==> src/rtl/sej_pkg.sv <==
package sej_pkg;
  localparam int unsigned OTW = 3;

  localparam logic [OTW-1:0] OT_UNSEALED = 3'd0;
  localparam logic [OTW-1:0] OT_ENT_KEEP = 3'd1;
  localparam logic [OTW-1:0] OT_ENT_OFF  = 3'd2;
  localparam logic [OTW-1:0] OT_ENT_ON   = 3'd3;
  localparam logic [OTW-1:0] OT_RET_OFF  = 3'd4;
  localparam logic [OTW-1:0] OT_RET_ON   = 3'd5;

  typedef enum logic [1:0] {
    POST_KEEP = 2'd0,
    POST_OFF  = 2'd1,
    POST_ON   = 2'd2
  } posture_e;

  // order of values is the reporting priority
  typedef enum logic [2:0] {
    CAUSE_NONE   = 3'd0,
    CAUSE_TAG    = 3'd1,
    CAUSE_OTYPE  = 3'd2,
    CAUSE_EXEC   = 3'd3,
    CAUSE_SEALOF = 3'd4,
    CAUSE_ALIGN  = 3'd5,
    CAUSE_BOUNDS = 3'd6
  } cause_e;
endpackage

==> src/rtl/sej_otype_dec.sv <==
module sej_otype_dec
  import sej_pkg::*;
(
  input  logic [OTW-1:0] otype_i,
  output logic           legal_o,
  output logic           sealed_o,
  output posture_e       posture_o
);
  always_comb begin
    legal_o   = 1'b1;
    sealed_o  = 1'b1;
    posture_o = POST_KEEP;
    unique case (otype_i)
      OT_UNSEALED: sealed_o  = 1'b0;
      OT_ENT_KEEP: posture_o = POST_KEEP;
      OT_ENT_OFF:  posture_o = POST_OFF;
      OT_ENT_ON:   posture_o = POST_ON;
      OT_RET_OFF:  posture_o = POST_OFF;
      OT_RET_ON:   posture_o = POST_ON;
      default:     legal_o   = 1'b0;
    endcase
  end
endmodule

==> src/rtl/sej_target_chk.sv <==
module sej_target_chk
  import sej_pkg::*;
#(
  parameter int unsigned AW         = 32,
  parameter int unsigned PW         = 12,
  parameter int unsigned EXEC_BIT   = 0,
  parameter bit          COMPRESSED = 1'b1
) (
  input  logic           tag_i,
  input  logic [PW-1:0]  perm_i,
  input  logic [OTW-1:0] otype_i,
  input  logic [AW-1:0]  base_i,
  input  logic [AW:0]    top_i,
  input  logic [AW-1:0]  addr_i,
  input  logic [AW-1:0]  off_i,
  output logic [AW-1:0]  tgt_o,
  output posture_e       posture_o,
  output cause_e         cause_o
);
  localparam int unsigned ILEN_MIN = COMPRESSED ? 2 : 4;
  localparam logic [AW:0] ILEN_EXT = (AW+1)'(ILEN_MIN);

  logic legal, sealed;
  logic [AW-1:0] sum;
  logic misalign, out_lo, out_hi;

  sej_otype_dec u_dec (
    .otype_i  (otype_i),
    .legal_o  (legal),
    .sealed_o (sealed),
    .posture_o(posture_o)
  );

  assign sum   = addr_i + off_i;
  assign tgt_o = {sum[AW-1:1], 1'b0};

  generate
    if (COMPRESSED) begin : g_align16
      assign misalign = 1'b0;
    end else begin : g_align32
      assign misalign = tgt_o[1];
    end
  endgenerate

  assign out_lo = tgt_o < base_i;
  assign out_hi = ({1'b0, tgt_o} + ILEN_EXT) > top_i;

  always_comb begin
    if (!tag_i)                         cause_o = CAUSE_TAG;
    else if (!legal)                    cause_o = CAUSE_OTYPE;
    else if (!perm_i[EXEC_BIT])         cause_o = CAUSE_EXEC;
    else if (sealed && (off_i != '0))   cause_o = CAUSE_SEALOF;
    else if (misalign)                  cause_o = CAUSE_ALIGN;
    else if (out_lo || out_hi)          cause_o = CAUSE_BOUNDS;
    else                                cause_o = CAUSE_NONE;
  end
endmodule

==> src/rtl/sej_link_gen.sv <==
module sej_link_gen
  import sej_pkg::*;
#(
  parameter int unsigned AW         = 32,
  parameter bit          COMPRESSED = 1'b1
) (
  input  logic [AW-1:0]  pc_i,
  input  logic           compressed_i,
  input  logic           ie_i,
  output logic [AW-1:0]  ret_addr_o,
  output logic [OTW-1:0] ret_otype_o
);
  logic [AW-1:0] step;

  generate
    if (COMPRESSED) begin : g_var_len
      assign step = compressed_i ? AW'(2) : AW'(4);
    end else begin : g_fix_len
      logic unused_len;
      assign unused_len = compressed_i;
      assign step = AW'(4);
    end
  endgenerate

  assign ret_addr_o  = pc_i + step;
  assign ret_otype_o = ie_i ? OT_RET_ON : OT_RET_OFF;
endmodule

==> src/rtl/sej_jump_unit.sv <==
module sej_jump_unit
  import sej_pkg::*;
#(
  parameter int unsigned AW         = 32,
  parameter int unsigned PW         = 12,
  parameter int unsigned EXEC_BIT   = 0,
  parameter bit          COMPRESSED = 1'b1
) (
  input  logic           clk_i,
  input  logic           rst_ni,
  input  logic           valid_i,
  input  logic           link_i,
  input  logic           compressed_i,
  input  logic           ie_i,
  input  logic [AW-1:0]  off_i,
  input  logic           tgt_tag_i,
  input  logic [PW-1:0]  tgt_perm_i,
  input  logic [2:0]     tgt_otype_i,
  input  logic [AW-1:0]  tgt_base_i,
  input  logic [AW:0]    tgt_top_i,
  input  logic [AW-1:0]  tgt_addr_i,
  input  logic           pcc_tag_i,
  input  logic [PW-1:0]  pcc_perm_i,
  input  logic [AW-1:0]  pcc_base_i,
  input  logic [AW:0]    pcc_top_i,
  input  logic [AW-1:0]  pcc_addr_i,
  output logic           redirect_o,
  output logic           fault_o,
  output logic [2:0]     cause_o,
  output logic           ie_o,
  output logic           npc_tag_o,
  output logic [PW-1:0]  npc_perm_o,
  output logic [2:0]     npc_otype_o,
  output logic [AW-1:0]  npc_base_o,
  output logic [AW:0]    npc_top_o,
  output logic [AW-1:0]  npc_addr_o,
  output logic           link_we_o,
  output logic           link_tag_o,
  output logic [PW-1:0]  link_perm_o,
  output logic [2:0]     link_otype_o,
  output logic [AW-1:0]  link_base_o,
  output logic [AW:0]    link_top_o,
  output logic [AW-1:0]  link_addr_o
);
  logic [AW-1:0]  tgt;
  posture_e       posture;
  cause_e         cause;
  logic [AW-1:0]  ret_addr;
  logic [OTW-1:0] ret_otype;
  logic           ok, ie_next;

  sej_target_chk #(
    .AW(AW), .PW(PW), .EXEC_BIT(EXEC_BIT), .COMPRESSED(COMPRESSED)
  ) u_chk_tgt (
    .tag_i    (tgt_tag_i),
    .perm_i   (tgt_perm_i),
    .otype_i  (tgt_otype_i),
    .base_i   (tgt_base_i),
    .top_i    (tgt_top_i),
    .addr_i   (tgt_addr_i),
    .off_i    (off_i),
    .tgt_o    (tgt),
    .posture_o(posture),
    .cause_o  (cause)
  );

  sej_link_gen #(
    .AW(AW), .COMPRESSED(COMPRESSED)
  ) u_link (
    .pc_i        (pcc_addr_i),
    .compressed_i(compressed_i),
    .ie_i        (ie_i),
    .ret_addr_o  (ret_addr),
    .ret_otype_o (ret_otype)
  );

  assign ok = (cause == CAUSE_NONE);

  always_comb begin
    unique case (posture)
      POST_OFF: ie_next = 1'b0;
      POST_ON:  ie_next = 1'b1;
      default:  ie_next = ie_i;
    endcase
    if (!ok) ie_next = ie_i;
  end

  // status and posture
  always_ff @(posedge clk_i or negedge rst_ni) begin
    if (!rst_ni) begin
      redirect_o <= 1'b0;
      fault_o    <= 1'b0;
      cause_o    <= '0;
      link_we_o  <= 1'b0;
      ie_o       <= 1'b0;
    end else begin
      redirect_o <= valid_i && ok;
      fault_o    <= valid_i && !ok;
      cause_o    <= valid_i ? cause : CAUSE_NONE;
      link_we_o  <= valid_i && ok && link_i;
      if (valid_i) ie_o <= ie_next;
    end
  end

  // new program counter capability
  always_ff @(posedge clk_i or negedge rst_ni) begin
    if (!rst_ni) begin
      npc_tag_o   <= 1'b0;
      npc_perm_o  <= '0;
      npc_otype_o <= '0;
      npc_base_o  <= '0;
      npc_top_o   <= '0;
      npc_addr_o  <= '0;
    end else if (valid_i && ok) begin
      npc_tag_o   <= 1'b1;
      npc_perm_o  <= tgt_perm_i;
      npc_otype_o <= OT_UNSEALED;
      npc_base_o  <= tgt_base_i;
      npc_top_o   <= tgt_top_i;
      npc_addr_o  <= tgt;
    end
  end

  // return capability
  always_ff @(posedge clk_i or negedge rst_ni) begin
    if (!rst_ni) begin
      link_tag_o   <= 1'b0;
      link_perm_o  <= '0;
      link_otype_o <= '0;
      link_base_o  <= '0;
      link_top_o   <= '0;
      link_addr_o  <= '0;
    end else if (valid_i && ok && link_i) begin
      link_tag_o   <= pcc_tag_i;
      link_perm_o  <= pcc_perm_i;
      link_otype_o <= ret_otype;
      link_base_o  <= pcc_base_i;
      link_top_o   <= pcc_top_i;
      link_addr_o  <= ret_addr;
    end
  end
endmodule

==> config.mk <==
export PLATFORM = sky130hd
export DESIGN_NAME = sej_jump_unit
export DESIGN_NICKNAME = d
export VERILOG_FILES = /design/src/rtl/sej_pkg.sv /design/src/rtl/sej_otype_dec.sv /design/src/rtl/sej_target_chk.sv /design/src/rtl/sej_link_gen.sv /design/src/rtl/sej_jump_unit.sv
export SDC_FILE = /design/constraint.sdc
export NUM_CORES = 1
export LEC_CHECK = 0
export ABC_AREA = 1
export ABC_CLOCK_PERIOD_IN_PS = 1900
export CORE_UTILIZATION = 35
export CTS_CLUSTER_DIAMETER = 200
export DETAILED_ROUTE_END_ITERATION = 10
export PLACE_DENSITY_LB_ADDON = 0.3
export SKIP_CTS_REPAIR_TIMING = 1
export SLEW_MARGIN = 30
export SYNTH_ARGS = -nofsm -noshare
export SYNTH_HDL_FRONTEND = slang
export SYNTH_HIERARCHICAL = 1
export SYNTH_SLANG_ARGS = --single-unit
export TNS_END_PERCENT = 30
==> constraint.sdc <==
create_clock -name clk_i -period 1.9 [get_ports clk_i]
set_input_delay 0.38 -clock clk_i [delete_from_list [all_inputs] [get_ports clk_i]]
set_output_delay 0.38 -clock clk_i [all_outputs]
set_load 0.02 [all_outputs]
==> qor.txt, run 1 <==
FINISH
--------------------------------------------------------------------------------------------------------
Final instance area .......................................................................   0.0262 mm2
Number of fillers in the final layout .....................................................         3682
Most common library cell in the layout ignoring fill and taps ............................. sky130_fd_sc_hd__nand2_1
Share of layout cells above drive strength 1 ..............................................        25.9%
Most frequent cells in the layout ......................................................... sky130_fd_sc_hd__nand2_1, sky130_fd_sc_hd__clkdlybuf4s50_1, sky130_fd_sc_hd__inv_1
Area growth from synthesis to layout ......................................................        72.9%
Nets ......................................................................................         3312

CLOCK TREE
--------------------------------------------------------------------------------------------------------
Number of H-tree levels ...................................................................            1
Number of CTS-inserted buffers ............................................................           26
Clock tree buffer depth ...................................................................            3
CTS sink cnt ..............................................................................          230
Worst-Skew Late Latency ...................................................................       550 ps
TritonCTS clock tree ......................................................................        built
Buffer cell driving the clock tree root ................................................... sky130_fd_sc_hd__clkbuf_16
Post-CTS clock slew at the launch and capture registers of the worst setup and hold paths .        60 ps

CRITICAL PATH
--------------------------------------------------------------------------------------------------------
Worst path max stage delay ................................................................       310 ps
Slowest stage cell on the critical path ................................................... sky130_fd_sc_hd__ha_4
Crit path DAT .............................................................................      4800 ps
Start-to-end type of the worst setup path .................................................    in -> reg
CP max FO .................................................................................            7
Endpoint kind of the worst setup timing path ..............................................         flop
Slack of the worst reg-to-reg path ........................................................      1130 ps
Top cell family by delay on the critical path ............................................. simple AND/OR/NAND/NOR gates
CP Data Required Time .....................................................................      2390 ps
Crit start category ....................................................................... primary input
Bufs and invs on worst path ...............................................................            3

DRT
--------------------------------------------------------------------------------------------------------
Post-route DRC violation count ............................................................            0
Number of detailed-routing iterations run before antenna repair ...........................            5
Drt via density ...........................................................................         4.77
Routed length per instance ................................................................      17.9 um
Sum of routed wire length over all layers .................................................      63.5 mm
Total via count after detailed routing ....................................................        16900
Post-DRT Antenna Nets .....................................................................            0
Number of violations reported at the end of detailed-routing iteration 0 ..................         1188

PWR
--------------------------------------------------------------------------------------------------------
Post-layout power .........................................................................     22000 uW
Pwr Density ...............................................................................   838 mW/mm2
Internal power contribution ...............................................................     13600 uW
Reg power frac ............................................................................        31.5%
LEAKAGE ...................................................................................    0.0138 uW
Clk network pwr share .....................................................................        21.9%
Share of power burned in combinational logic ..............................................        46.6%
Sw frac ...................................................................................        38.1%
NetSw .....................................................................................      8360 uW
Maximum vdd ir drop .......................................................................       761 uV

TIMING
--------------------------------------------------------------------------------------------------------
Maximum clock frequency ...................................................................    0.232 GHz
RSZ-0062 raised after global routing ......................................................          yes
Aggregate negative setup slack ............................................................   -537200 ps
Final worst path period share .............................................................         227%
Final period demand of the worst path .....................................................      4310 ps
Final hold vios ...........................................................................            0
Hold slack final ..........................................................................       334 ps
Setup violations, final ...................................................................          392
Max Slew Vio Count ........................................................................            0
Clock Skews ...............................................................................         0 ps
Setup slack of the critical path after layout .............................................     -2410 ps

GLOBAL ROUTE
--------------------------------------------------------------------------------------------------------
Via count of the first global-routing pass ................................................        15800
Initial antenna violation count ...........................................................            7
Total routing usage reported by global routing ............................................        24.8%
Overflow left after global routing ........................................................            0
First-pass GRT wire length ................................................................      86.1 mm
Maximum number of pins on one net before global-route repair ..............................           58

LOGIC SYNTHESIS
--------------------------------------------------------------------------------------------------------
Mapped Cells ..............................................................................         2199
Number of storage elements in the synthesis netlist .......................................          230
Leading cell types by total area after synthesis .......................................... sky130_fd_sc_hd__dfrtp_1, sky130_fd_sc_hd__nand2_1, sky130_fd_sc_hd__ha_1, sky130_fd_sc_hd__inv_1, sky130_fd_sc_hd__nor2_1
Share of synthesized area occupied by flip-flops and latches ..............................        38.0%
Area of the mapped netlist ................................................................   0.0151 mm2
Post-synth top area cell .................................................................. sky130_fd_sc_hd__dfrtp_1
Mean area per synthesized cell ............................................................     6.89 um2
Number of distinct library cell variants in the gate-level netlist after synthesis ........           41
Proportion of netlist area held by the largest area contributor ...........................        38.0%
Number of warnings reported in the yosys synthesis log ....................................            6

FLOORPLANNING
--------------------------------------------------------------------------------------------------------
Initial standard-cell utilization of the core .............................................        35.8%
Die Height ................................................................................       210 um
Num rows ..................................................................................           75
Core area .................................................................................   0.0423 mm2
Total I/O pin count .......................................................................          494
Area of the die ...........................................................................   0.0441 mm2
Width of the die ..........................................................................       210 um

OUTCOME
--------------------------------------------------------------------------------------------------------
Failing checks ............................................................................ setup timing
Outcome ................................................................................... finished with violations

PLACED DESIGN
--------------------------------------------------------------------------------------------------------
Post-detailed-placement cell area .........................................................   0.0223 mm2
Buffers on Ports ..........................................................................          490
Hpwl dp ...................................................................................      45.3 mm
GP Congestion .............................................................................        0.863
Minimum setup slack after placement .......................................................     -3480 ps

FLOW RUN
--------------------------------------------------------------------------------------------------------
Maxcap violations .........................................................................            0

HOLD PATH
--------------------------------------------------------------------------------------------------------
Path type of the worst min-delay path .....................................................  in -> async

==> logic make-up (layout without fill, tap and decap cells) <==
group	Yosys count	in the layout	share of synthesized area, %
xor+xnor	35	35	2.02
other cells	4	10	0.0991
simple gates	1419	1419	39.7
compound gates	75	75	2.70
buf+inv	336	1103	9.12
flops	230	230	38.0
fa+ha+maj	100	100	8.36
==> per-layer routing <==
layer | vias to the layer above | part of all wire, % | track usage (%)
met5 | - | 0.049 | 0
li1 | 8219 | - | -
met4 | 6 | 3.2 | 8.00
met1 | 8035 | 43 | 32.8
met2 | 572 | 48 | 41.5
met3 | 104 | 6.1 | 3.78
==> Yosys cell counts, drive strengths merged <==
| cell type | count |
|---|---|
| nor3 | 10 |
| ha | 98 |
| xnor2 | 12 |
| nand3 | 71 |
| o21ai | 18 |
| nand2 | 1140 |
| fa | 2 |
| clkbuf | 11 |
| inv | 279 |
| nor4 | 8 |
| a211oi | 1 |
| o221ai | 1 |
| nor2 | 136 |
| conb | 4 |
| nand3b | 19 |
| o21bai | 2 |
| buf | 46 |
| or3 | 1 |
| dfrtp | 230 |
| and2 | 1 |
| o31ai | 1 |
| o211ai | 2 |
| a31oi | 1 |
| xor2 | 23 |
| a21oi | 48 |
| or2 | 1 |
| o21a | 1 |
| nand4 | 32 |
==> layout make-up <==
type	count	area (um2)	area share, %
Clock buffer	40	753	2.88
Clock inverter	5	42.5	0.162
Tap cell	577	722	2.76
Antenna cell	4	10.0	0.0382
Sequential cell	230	5760	22.0
Timing Repair Buffer	779	8030	30.7
Multi-Input combinational cell	1635	9810	37.5
Inverter	279	1050	4.03
==> stage by stage <==
stage | cells | utilization, %
6_report | 3549 | 61.9
5_1_grt | 3549 | 61.9
4_1_cts | 3471 | 54.5
3_5_place_dp | 3426 | 52.7
3_3_place_gp | 3426 | 52.7
2_1_floorplan | 2201 | -
==> path summary, 6_finish.rpt <==
path                                from  depth (start not counted)              end
max                             off_i[5]                         32  link_addr_o[18]
min                               rst_ni                          2   npc_addr_o[10]
max reg2reg                    npc_tag_o                          1        npc_tag_o
min reg2reg                    npc_tag_o                          1        npc_tag_o
max in group asynchronous         rst_ni                          3  link_base_o[27]
min in group clk_i         pcc_perm_i[0]                          3   link_perm_o[0]
==> power by group through the flow <==
stage               Combinational, uW  Clock [uW]  Sequential, uW
floorplan                        2790           0            8260
global placement                 9030           0            6800
detailed placement               9170           0            6840
CTS                              9220        4910            6780
global route                    10900        5110            7040
finish                          10200        4820            6920
==> state kept, by name, indices dropped and copies added (netlist names) <==
register and count:
npc_addr_o 32, link_top_o 33, link_tag_o 1, npc_base_o 32
link_addr_o 32, redirect_o 1, cause_o 3, npc_top_o 33
link_otype_o 3, link_we_o 1, fault_o 1, npc_perm_o 12
ie_o 1, link_base_o 32, link_perm_o 12, npc_tag_o 1
Note: power is estimated with default switching activity, not from simulation.
==> run 2, diff against run 1 <==
Settings changed: CORE_UTILIZATION 35 to 40.
==> run 2 against run 1 <==
The flow still finishes with violations (setup timing). Largest cell class unchanged. Via count decreased by 1.9%. Largest power group unchanged. Critical path type unchanged. First-iteration DRC count decreased by 19%. Cell count decreased by 3.0%. Register-to-register slack about the same. Highest routed layer is now met4. Fmax increased by 0.38%.
==> qor.txt, run 2 (synthesis gave the netlist of run 1 again) <==
GLOBAL ROUTE
--------------------------------------------------------------------------------------------------------
Maximum number of pins on one net before global-route repair ..............................          114
Via count of the first global-routing pass ................................................        16100
Total routing usage reported by global routing ............................................        28.2%
Overflow left after global routing ........................................................            0
First-pass GRT wire length ................................................................      86.1 mm
Initial antenna violation count ...........................................................            3

FLOORPLANNING
--------------------------------------------------------------------------------------------------------
Core area .................................................................................   0.0370 mm2
Width of the die ..........................................................................       197 um
Area of the die ...........................................................................   0.0386 mm2
Total I/O pin count .......................................................................          494
Num rows ..................................................................................           70
Initial standard-cell utilization of the core .............................................        41.0%
Die Height ................................................................................       197 um

DRT
--------------------------------------------------------------------------------------------------------
Number of violations reported at the end of detailed-routing iteration 0 ..................          958
Drt via density ...........................................................................         4.82
Number of detailed-routing iterations run before antenna repair ...........................            5
Total via count after detailed routing ....................................................        16600
Post-route DRC violation count ............................................................            0
Post-DRT Antenna Nets .....................................................................            0
Routed length per instance ................................................................      17.2 um
Sum of routed wire length over all layers .................................................      59.3 mm

CRITICAL PATH
--------------------------------------------------------------------------------------------------------
Endpoint kind of the worst setup timing path ..............................................         flop
Crit start category ....................................................................... primary input
Slowest stage cell on the critical path ................................................... sky130_fd_sc_hd__fa_2
Bufs and invs on worst path ...............................................................            6
Worst path max stage delay ................................................................       470 ps
Start-to-end type of the worst setup path .................................................    in -> reg
Crit path DAT .............................................................................      4770 ps
Top cell family by delay on the critical path ............................................. simple AND/OR/NAND/NOR gates
Slack of the worst reg-to-reg path ........................................................      1120 ps
CP Data Required Time .....................................................................      2370 ps
Library cell appearing most often on the critical path .................................... sky130_fd_sc_hd__nand2_1
CP max FO .................................................................................           13

CLOCK TREE
--------------------------------------------------------------------------------------------------------
Number of H-tree levels ...................................................................            1
Worst-Skew Late Latency ...................................................................       530 ps
Clock tree buffer depth ...................................................................            3
Number of CTS-inserted buffers ............................................................           26
Buffer cell driving the clock tree root ................................................... sky130_fd_sc_hd__clkbuf_16
CTS sink cnt ..............................................................................          230
Post-CTS clock slew at the launch and capture registers of the worst setup and hold paths .        70 ps
TritonCTS clock tree ......................................................................        built

FINISH
--------------------------------------------------------------------------------------------------------
Top Registers ............................................................................. link_top_o: 33 flops, npc_top_o: 33 flops
Final standard cell count with taps included and fillers excluded .........................         3443
Share of layout cells above drive strength 1 ..............................................        19.9%
Nets ......................................................................................         3280
Most frequent cells in the layout ......................................................... sky130_fd_sc_hd__nand2_1, sky130_fd_sc_hd__clkdlybuf4s50_1, sky130_fd_sc_hd__inv_1
Utilization after layout ..................................................................        67.0%
Most common library cell in the layout ignoring fill and taps ............................. sky130_fd_sc_hd__nand2_1
Area growth from synthesis to layout ......................................................        63.4%

OUTCOME
--------------------------------------------------------------------------------------------------------
Failing checks ............................................................................ setup timing
Outcome ................................................................................... finished with violations

TIMING
--------------------------------------------------------------------------------------------------------
Clock Skews ...............................................................................         0 ps
Maximum clock frequency ...................................................................    0.233 GHz
Final worst path period share .............................................................         226%
Hold slack final ..........................................................................       299 ps
Final hold vios ...........................................................................            0
Aggregate negative setup slack ............................................................   -530490 ps
Max Slew Vio Count ........................................................................            0
Setup violations, final ...................................................................          336
RSZ-0062 raised after global routing ......................................................          yes
Setup slack of the critical path after layout .............................................     -2400 ps
Final period demand of the worst path .....................................................      4300 ps

PWR
--------------------------------------------------------------------------------------------------------
Clk network pwr share .....................................................................        23.6%
Share of power burned in combinational logic ..............................................        45.3%
Post-layout power .........................................................................     21800 uW
Sw frac ...................................................................................        37.2%
LEAKAGE ...................................................................................    0.0132 uW
Pwr Density ...............................................................................   879 mW/mm2
Internal power contribution ...............................................................     13700 uW
Reg power frac ............................................................................        31.2%
NetSw .....................................................................................      8090 uW
Maximum vdd ir drop .......................................................................       813 uV

FLOW RUN
--------------------------------------------------------------------------------------------------------
Maxcap violations .........................................................................            0

HOLD PATH
--------------------------------------------------------------------------------------------------------
Path type of the worst min-delay path .....................................................  in -> async

PLACED DESIGN
--------------------------------------------------------------------------------------------------------
Placed instance count .....................................................................         3356
Buffers on Ports ..........................................................................          490
Hpwl dp ...................................................................................      45.4 mm
GP Congestion .............................................................................        0.921

run 2: path summary, 6_finish.rpt:
kind / from / to / depth (start not counted)
worst max-delay path: tgt_addr_i[0] / npc_addr_o[7] / 35
worst min-delay path: rst_ni / npc_addr_o[18] / 2
worst max register to register: npc_tag_o / npc_tag_o / 1
worst min register to register: npc_base_o[30] / npc_base_o[30] / 2
max in group asynchronous: rst_ni / ie_o / 3
min in group clk_i: pcc_top_i[24] / link_top_o[24] / 3
run 2: metrics by stage:
stage	instance area [um2]	worst slack (ps)
4_1_cts	23100	-2970
6_report	24800	-2400
2_1_floorplan	15300	-2220
3_3_place_gp	22300	-3330
5_1_grt	24800	-2680
3_5_place_dp	22300	-3500
run 2: layout make-up:
cell class / instances / area [um2]
fillers: 3058 / 12200
repair buffers: 747 / 7340
flip-flops and latches: 230 / 5760
inverters: 279 / 1050
clock buffers: 33 / 707
clock inverters: 13 / 151
multi-input cells: 1635 / 9110
well taps: 504 / 631
diodes: 2 / 5.00
run 2: layer usage:
metal	global-route usage (%)	vias to the layer above	wire (um)
li1	-	8139	-
met5	0	-	0
met3	4.77	97	3880
met1	36.1	7803	25000
met4	8.56	0	1780
met2	48.6	570	28700
run 2: power groups by stage:
stage,logic [uW],registers [uW],clock network (uW)
2_1_floorplan,2790,8260,0
3_3_place_gp,9030,6810,0
3_5_place_dp,9190,6840,0
4_1_cts,9240,6780,5210
5_1_grt,10600,6910,5380
6_report,9840,6780,5130
